--- src/rtl/pinsec_pkg.sv ---
package pinsec_pkg;

  localparam int unsigned WORD_W    = 32;
  localparam int unsigned OFF_W     = 7;
  localparam int unsigned GRP_SPAN  = 1 << OFF_W;

  localparam logic [OFF_W-1:0] OFF_ATTR  = 7'h6C;
  localparam logic [OFF_W-1:0] OFF_WATCH = 7'h70;
  localparam logic [OFF_W-1:0] OFF_FLAG  = 7'h74;

  typedef enum logic [1:0] {
    SEL_NONE  = 2'd0,
    SEL_ATTR  = 2'd1,
    SEL_WATCH = 2'd2,
    SEL_FLAG  = 2'd3
  } reg_sel_e;

  // Map a register offset inside a group window to a register.
  function automatic reg_sel_e decode_off(input logic [OFF_W-1:0] off);
    reg_sel_e s;
    case (off)
      OFF_ATTR:  s = SEL_ATTR;
      OFF_WATCH: s = SEL_WATCH;
      OFF_FLAG:  s = SEL_FLAG;
      default:   s = SEL_NONE;
    endcase
    return s;
  endfunction

  // A pin hits when its attribute bit toggled and now disagrees with the
  // expected value held in its watch bit.
  function automatic logic [WORD_W-1:0] watch_hits(input logic [WORD_W-1:0] prev,
                                                   input logic [WORD_W-1:0] cur,
                                                   input logic [WORD_W-1:0] watch);
    logic [WORD_W-1:0] toggled;
    logic [WORD_W-1:0] mismatch;
    toggled  = prev ^ cur;
    mismatch = cur ^ watch;
    return toggled & mismatch;
  endfunction

endpackage

--- src/rtl/pinsec_decode.sv ---
module pinsec_decode
  import pinsec_pkg::*;
#(
  parameter int unsigned NUM_GROUPS = 2,
  parameter int unsigned GIDX_W     = 1,
  parameter int unsigned ADDR_W     = GIDX_W + OFF_W
) (
  input  logic [ADDR_W-1:0] addr,
  output logic [GIDX_W-1:0] grp_idx,
  output logic              grp_valid,
  output reg_sel_e          sel
);

  always_comb begin
    grp_idx   = addr[ADDR_W-1:OFF_W];
    grp_valid = (32'(grp_idx) < 32'(NUM_GROUPS));
    sel       = grp_valid ? decode_off(addr[OFF_W-1:0]) : SEL_NONE;
  end

endmodule

--- src/rtl/pinsec_group.sv ---
module pinsec_group
  import pinsec_pkg::*;
(
  input  logic              clk,
  input  logic              rst_n,
  input  logic              wr_attr,
  input  logic              wr_watch,
  input  logic              wr_flag,
  input  logic [WORD_W-1:0] wdata,
  input  logic              wprot,
  output logic [WORD_W-1:0] watch_q,
  output logic [WORD_W-1:0] attr_q,
  output logic              flag_q,
  output logic              set_evt,
  output logic              clr_evt,
  output logic              blk_evt
);

  logic [WORD_W-1:0] attr_prev_q;
  logic [WORD_W-1:0] hits;
  logic              watch_ok;

  assign watch_ok = wr_watch && !wprot;
  assign blk_evt  = wr_watch && wprot;
  assign clr_evt  = wr_flag && wdata[0];
  assign hits     = watch_hits(attr_prev_q, attr_q, watch_q);
  assign set_evt  = |hits;

  always_ff @(posedge clk or negedge rst_n) begin
    if (!rst_n) begin
      watch_q <= '0;
    end else if (watch_ok) begin
      watch_q <= wdata;
    end
  end

  always_ff @(posedge clk or negedge rst_n) begin
    if (!rst_n) begin
      attr_q      <= '0;
      attr_prev_q <= '0;
    end else begin
      attr_prev_q <= attr_q;
      if (wr_attr) begin
        attr_q <= wdata;
      end
    end
  end

  // Set has priority over clear.
  always_ff @(posedge clk or negedge rst_n) begin
    if (!rst_n) begin
      flag_q <= 1'b0;
    end else if (set_evt) begin
      flag_q <= 1'b1;
    end else if (clr_evt) begin
      flag_q <= 1'b0;
    end
  end

endmodule

--- src/rtl/pinsec_mon.sv ---
module pinsec_mon
  import pinsec_pkg::*;
#(
  parameter int unsigned NUM_GROUPS = 2,
  parameter int unsigned GIDX_W     = (NUM_GROUPS > 1) ? $clog2(NUM_GROUPS) : 1,
  parameter int unsigned ADDR_W     = GIDX_W + OFF_W
) (
  input  logic                  clk,
  input  logic                  rst_n,
  input  logic [ADDR_W-1:0]     bus_addr,
  input  logic [WORD_W-1:0]     bus_wdata,
  input  logic                  bus_we,
  output logic [WORD_W-1:0]     bus_rdata,
  input  logic                  wprot_i,
  output logic [NUM_GROUPS-1:0] irq_o,
  output logic                  werr_o
);

  logic [GIDX_W-1:0] grp_idx;
  logic              grp_valid;
  reg_sel_e          sel;

  logic [NUM_GROUPS-1:0][WORD_W-1:0] watch_vec;
  logic [NUM_GROUPS-1:0][WORD_W-1:0] attr_vec;
  logic [NUM_GROUPS-1:0]             flag_vec;
  logic [NUM_GROUPS-1:0]             set_evt;
  logic [NUM_GROUPS-1:0]             clr_evt;
  logic [NUM_GROUPS-1:0]             blk_evt;
  logic [NUM_GROUPS-1:0]             grp_hit;

  pinsec_decode #(
    .NUM_GROUPS (NUM_GROUPS),
    .GIDX_W     (GIDX_W),
    .ADDR_W     (ADDR_W)
  ) dec_i (
    .addr      (bus_addr),
    .grp_idx   (grp_idx),
    .grp_valid (grp_valid),
    .sel       (sel)
  );

  for (genvar g = 0; g < NUM_GROUPS; g++) begin : g_grp
    assign grp_hit[g] = bus_we && grp_valid && (grp_idx == GIDX_W'(g));

    pinsec_group grp_i (
      .clk      (clk),
      .rst_n    (rst_n),
      .wr_attr  (grp_hit[g] && (sel == SEL_ATTR)),
      .wr_watch (grp_hit[g] && (sel == SEL_WATCH)),
      .wr_flag  (grp_hit[g] && (sel == SEL_FLAG)),
      .wdata    (bus_wdata),
      .wprot    (wprot_i),
      .watch_q  (watch_vec[g]),
      .attr_q   (attr_vec[g]),
      .flag_q   (flag_vec[g]),
      .set_evt  (set_evt[g]),
      .clr_evt  (clr_evt[g]),
      .blk_evt  (blk_evt[g])
    );
  end

  always_comb begin
    bus_rdata = '0;
    if (grp_valid) begin
      case (sel)
        SEL_ATTR:  bus_rdata = attr_vec[grp_idx];
        SEL_WATCH: bus_rdata = watch_vec[grp_idx];
        SEL_FLAG:  bus_rdata = {{(WORD_W-1){1'b0}}, flag_vec[grp_idx]};
        default:   bus_rdata = '0;
      endcase
    end
  end

  always_ff @(posedge clk or negedge rst_n) begin
    if (!rst_n) begin
      werr_o <= 1'b0;
    end else begin
      werr_o <= |blk_evt;
    end
  end

  assign irq_o = flag_vec;

endmodule

--- config.mk ---
export PLATFORM = sky130hd
export DESIGN_NAME = pinsec_mon
export DESIGN_NICKNAME = d
export VERILOG_FILES = /design/src/rtl/pinsec_pkg.sv /design/src/rtl/pinsec_decode.sv /design/src/rtl/pinsec_group.sv /design/src/rtl/pinsec_mon.sv
export SDC_FILE = /design/constraint.sdc
export NUM_CORES = 1
export LEC_CHECK = 0
export ABC_AREA = 1
export ABC_CLOCK_PERIOD_IN_PS = 1100
export BUFFER_PORTS_ARGS = -buffer_cell sky130_fd_sc_hd__clkbuf_2
export CAP_MARGIN = 20
export CORE_MARGIN = 10
export CORE_UTILIZATION = 50
export CTS_CLUSTER_SIZE = 10
export DETAILED_ROUTE_END_ITERATION = 7
export GPL_TIMING_DRIVEN = 0
export MAX_ROUTING_LAYER = met4
export PLACE_DENSITY = 0.65
export SYNTH_ARGS = -nofsm -noshare
export SYNTH_HDL_FRONTEND = slang
export SYNTH_SLANG_ARGS = --single-unit
--- constraint.sdc ---
create_clock -name clk -period 1.1 [get_ports clk]
set_input_delay 0.11 -clock clk [delete_from_list [all_inputs] [get_ports clk]]
set_output_delay 0.11 -clock clk [all_outputs]
set_load 0.01 [all_outputs]
==> out/results.txt <==
The run finished, with violations left. The final reports fail on negative hold slack, negative setup slack. The share of the clock period used by the worst path was 1.36. The number of max-cap violations is 0. In the synthesized netlist, the number of instances is 1234. TritonCTS built the clock tree. The combined global-route utilization of all metal layers was 0.244. The register cell area after layout is 0.00488 mm2, and the count of endpoints failing hold in the final timing report is 96.

The worst path arrival time was 1390 ps; the post-synthesis register bit count was 195. The proportion of layout cells with a drive suffix above 1 was 0.243; the total clock sinks was 195. The max-slew headroom at the worst pin is 0.458, and the I/O pin total is 79. The congestion estimate from routability-driven global placement came to 0.833. The via count of the first global-routing pass is 8586, and the actual slew at the worst max-slew pin is 813 ps. The clock passes through at most 2 buffers. The first-pass GRT wire length was 45100 um. STA classifies the critical path startpoint as a flop.

For this run, the post-layout net count is 1548. The floorplan die width was 157 um; the slack of the worst reg-to-reg path was -290 ps. The final setup violation count was 36; the cell row count was 49. The pre-antenna-repair detailed-routing pass consisted of 6 iterations. The quantity of I/O buffers inserted on ports is 78. The proportion of synthesized chip area in sequential cells was 0.521; the total routed wirelength was 29000 um.

Setup repair after global routing could not meet its margin everywhere. The Yosys step of the flow raised 0 warnings. The tools report the peak ir drop on the vdd network as 0.00119 V. The synthesis-to-layout area growth works out to 32.1%. The logs give 0.514 for the effective utilization at floorplan and 990 ps for the required time reported for the critical path endpoint. For the pin count of the biggest net entering global routing, the log shows 100. Buffers inserted during clock tree synthesis total 17.

The tree is rooted in a sky130_fd_sc_hd__clkbuf_16. The area share of the largest cell type after synthesis works out to 0.521. Summing all non-filler instances in the final layout gives an area of 0.0124 mm2. The total power per unit cell area was 1270 mW/mm2. The worst setup path is captured at an output pin. The tools report the total count of max-transition violations in the final report as 0. At the later pin of the worst-skew pair, clock insertion delay measures 450 ps. Counting every net in the synthesized netlist gives 1278.

Between clock sinks in the finished design, the worst skew comes to 12.5 ps. The maximum frequency from static timing analysis was 666 MHz; the post-detailed-route via-to-cell ratio was 5.11. The startpoint of the worst-slack reg-to-reg timing path was g_grp[1].grp_i.watch_q[6]. A synthesized cell averages 7.59 um2. Detailed routing inserted a total of 8918 vias. Yosys attributes the largest share of cell area to sky130_fd_sc_hd__dfrtp_1 (52%), sky130_fd_sc_hd__nand2_1 (19%), sky130_fd_sc_hd__o21ai_0 (7.7%).

For the post-route worst setup slack, the log shows -401 ps. The biggest area contributor in the post-synthesis netlist is sky130_fd_sc_hd__dfrtp_1. The H-tree was split into 4 levels. The logs give 30 for the number of hold buffers added after cts and 1546 for the number of filler cells placed in the layout. The clock-pin slew reported for the worst setup and hold paths after clock tree synthesis was 70 ps; the post-route worst hold slack was -276 ps. The run gives 0 as the initial antenna violation count. The worst min-delay path category was input pin to async pin. The die is 157 um tall. The combined area of the multi-input logic cells was 0.00367 mm2; the static leakage was 6.42 nW. After synthesis, the netlist uses 28 different library cells.

Share of the core filled with cells in the final layout: 0.679. After detailed routing, the average wire length per cell comes to 16.6 um. The maximum fanout count along the critical path came out at 2.

The final critical-path required period is 1500 ps, and the area of the die is 0.0246 mm2. The repair_antennas step left the layout with diodes totalling 0. The core region is 0.0182 mm2. Summing every instance area after synthesis gives 0.00937 mm2.

For this run, design rule violations remaining after detail routing come to 0. In this run the worst setup path begins at g_grp[0].grp_i.flag_q. The initial DRC count was 748; the number of routed nets with antenna violations was 0. Once placement finished, the instance area stood at 0.0101 mm2. The critical path is of the flop to output pin type. After legalization and detailed placement, the total HPWL measured 18300 um. After global routing the overflow that remains totals 0.
layout by cell type (no fill, tap or decap), types with 3 or more instances in the layout:
cell type and count:
sky130_fd_sc_hd__inv_2 35, sky130_fd_sc_hd__clkbuf_16 17, sky130_fd_sc_hd__nand2_2 5, sky130_fd_sc_hd__o21ai_0 95, sky130_fd_sc_hd__nor2_1 40, sky130_fd_sc_hd__o21bai_1 7, sky130_fd_sc_hd__a22o_1 23, sky130_fd_sc_hd__inv_6 5
sky130_fd_sc_hd__clkbuf_2 62, sky130_fd_sc_hd__nand3_4 3, sky130_fd_sc_hd__nand3_1 9, sky130_fd_sc_hd__nand2_1 465, sky130_fd_sc_hd__dlygate4sd3_1 30, sky130_fd_sc_hd__inv_1 154, sky130_fd_sc_hd__nor2_2 9, sky130_fd_sc_hd__dfrtp_1 193
sky130_fd_sc_hd__clkinv_2 4, sky130_fd_sc_hd__o21ai_2 4, sky130_fd_sc_hd__clkinv_4 3, sky130_fd_sc_hd__o21ai_1 113, sky130_fd_sc_hd__buf_2 19, sky130_fd_sc_hd__buf_4 147, sky130_fd_sc_hd__a21oi_1 4, sky130_fd_sc_hd__a21o_1 8
sky130_fd_sc_hd__buf_6 22, sky130_fd_sc_hd__clkbuf_4 10, sky130_fd_sc_hd__a21oi_2 5
area by class of cell:
cell class / instances / share of cell area
Timing Repair Buffer: 253 / 0.151
Multi-Input combinational cell: 804 / 0.297
Clock inverter: 14 / 0.0103
Buffer: 43 / 0.0302
Inverter: 190 / 0.0583
Tap cell: 229 / 0.0232
Sequential cell: 195 / 0.395
Clock buffer: 18 / 0.0355
synth_stat cells:
library cell,n
sky130_fd_sc_hd__inv_1,187
sky130_fd_sc_hd__a21oi_1,9
sky130_fd_sc_hd__a21o_1,8
sky130_fd_sc_hd__nand4_1,2
sky130_fd_sc_hd__buf_2,22
sky130_fd_sc_hd__nand2_2,3
sky130_fd_sc_hd__inv_4,1
sky130_fd_sc_hd__buf_6,1
sky130_fd_sc_hd__nand2_1,469
sky130_fd_sc_hd__o21a_1,2
sky130_fd_sc_hd__o21bai_1,8
sky130_fd_sc_hd__nand3_1,9
sky130_fd_sc_hd__nor2_1,50
sky130_fd_sc_hd__buf_1,1
sky130_fd_sc_hd__clkbuf_2,3
sky130_fd_sc_hd__o21ai_1,68
sky130_fd_sc_hd__nor3_4,2
sky130_fd_sc_hd__o21ai_0,144
sky130_fd_sc_hd__nand3_2,1
sky130_fd_sc_hd__nand3b_1,1
sky130_fd_sc_hd__nor3_1,1
sky130_fd_sc_hd__a22o_1,23
sky130_fd_sc_hd__buf_4,2
sky130_fd_sc_hd__nand3_4,1
sky130_fd_sc_hd__and2_1,2
sky130_fd_sc_hd__dfrtp_1,195
sky130_fd_sc_hd__clkbuf_1,17
sky130_fd_sc_hd__inv_2,2
flip-flops by register name (all words and copies together) (netlist names):
signal,count
g_grp.grp_i.attr_prev_q,64
g_grp.grp_i.attr_q,64
g_grp.grp_i.flag_q,2
g_grp.grp_i.watch_q,64
werr_o,1
critical path: stages (launching register included):
cell,delay (ps)
sky130_fd_sc_hd__dfrtp_1,400
sky130_fd_sc_hd__nand2_1,90
sky130_fd_sc_hd__a21oi_2,60
sky130_fd_sc_hd__nand3b_1,220
sky130_fd_sc_hd__buf_2,180
metal layers:
layer	vias up	share of wire	GRT usage
met1	4251	0.45	0.318
met4	0	0.019	0.0629
li1	4379	-	-
met3	42	0.063	0.0491
met5	-	0	-
met2	246	0.47	0.383
where the power goes:
group	internal [mW]	total [mW]	switching (mW)
clock	3.21	6.11	2.90
sequential	7.47	7.65	0.181
combinational	0.839	2.01	1.17
worst paths after layout:
| check | endpoint | depth (start not counted) |
|---|---|---|
| worst max-delay path | bus_rdata[0] | 4 |
| worst min-delay path | g_grp[1].grp_i.attr_prev_q[24] | 1 |
| worst max register to register | g_grp[1].grp_i.flag_q | 10 |
| worst min register to register | g_grp[1].grp_i.attr_prev_q[28] | 0 |
| max in group asynchronous | g_grp[1].grp_i.attr_q[10] | 2 |
| min in group clk | g_grp[1].grp_i.attr_q[7] | 3 |
repair_timing:
action	4_1_cts	5_1_grt
setup endpoints to repair	159	153
pin swaps	52	34
gates resized for setup	109	120
hold endpoints to repair	197	96
buffers inserted	128	17
gates cloned	0	1
kinds of logic (layout without fill, tap and decap cells):
kind of cell           after synthesis  after routing  synth area share
DFF                                195            195             0.521
buffers and inverters              236            518            0.0998
and+or+nand+nor                    541            542             0.225
AOI/OAI and AO/OA                  262            262             0.154
per-stage QoR:
step | worst slack [ps] | power, mW | setup TNS [ps] | cells | hold WS [ps]
final | -401 | 15.8 | -11280 | 1746 | -276
after global placement | -3870 | 9.21 | -839620 | 1541 | 333
after CTS | -373 | 15.7 | -11300 | 1730 | -223
after global routing | -424 | 16.3 | -12980 | 1746 | -211
after detailed placement | -751 | 9.26 | -104740 | 1542 | 248
after floorplan | -20.0 | 8.63 | -316 | 1234 | -186
Note: power is estimated with default switching activity, not from simulation.
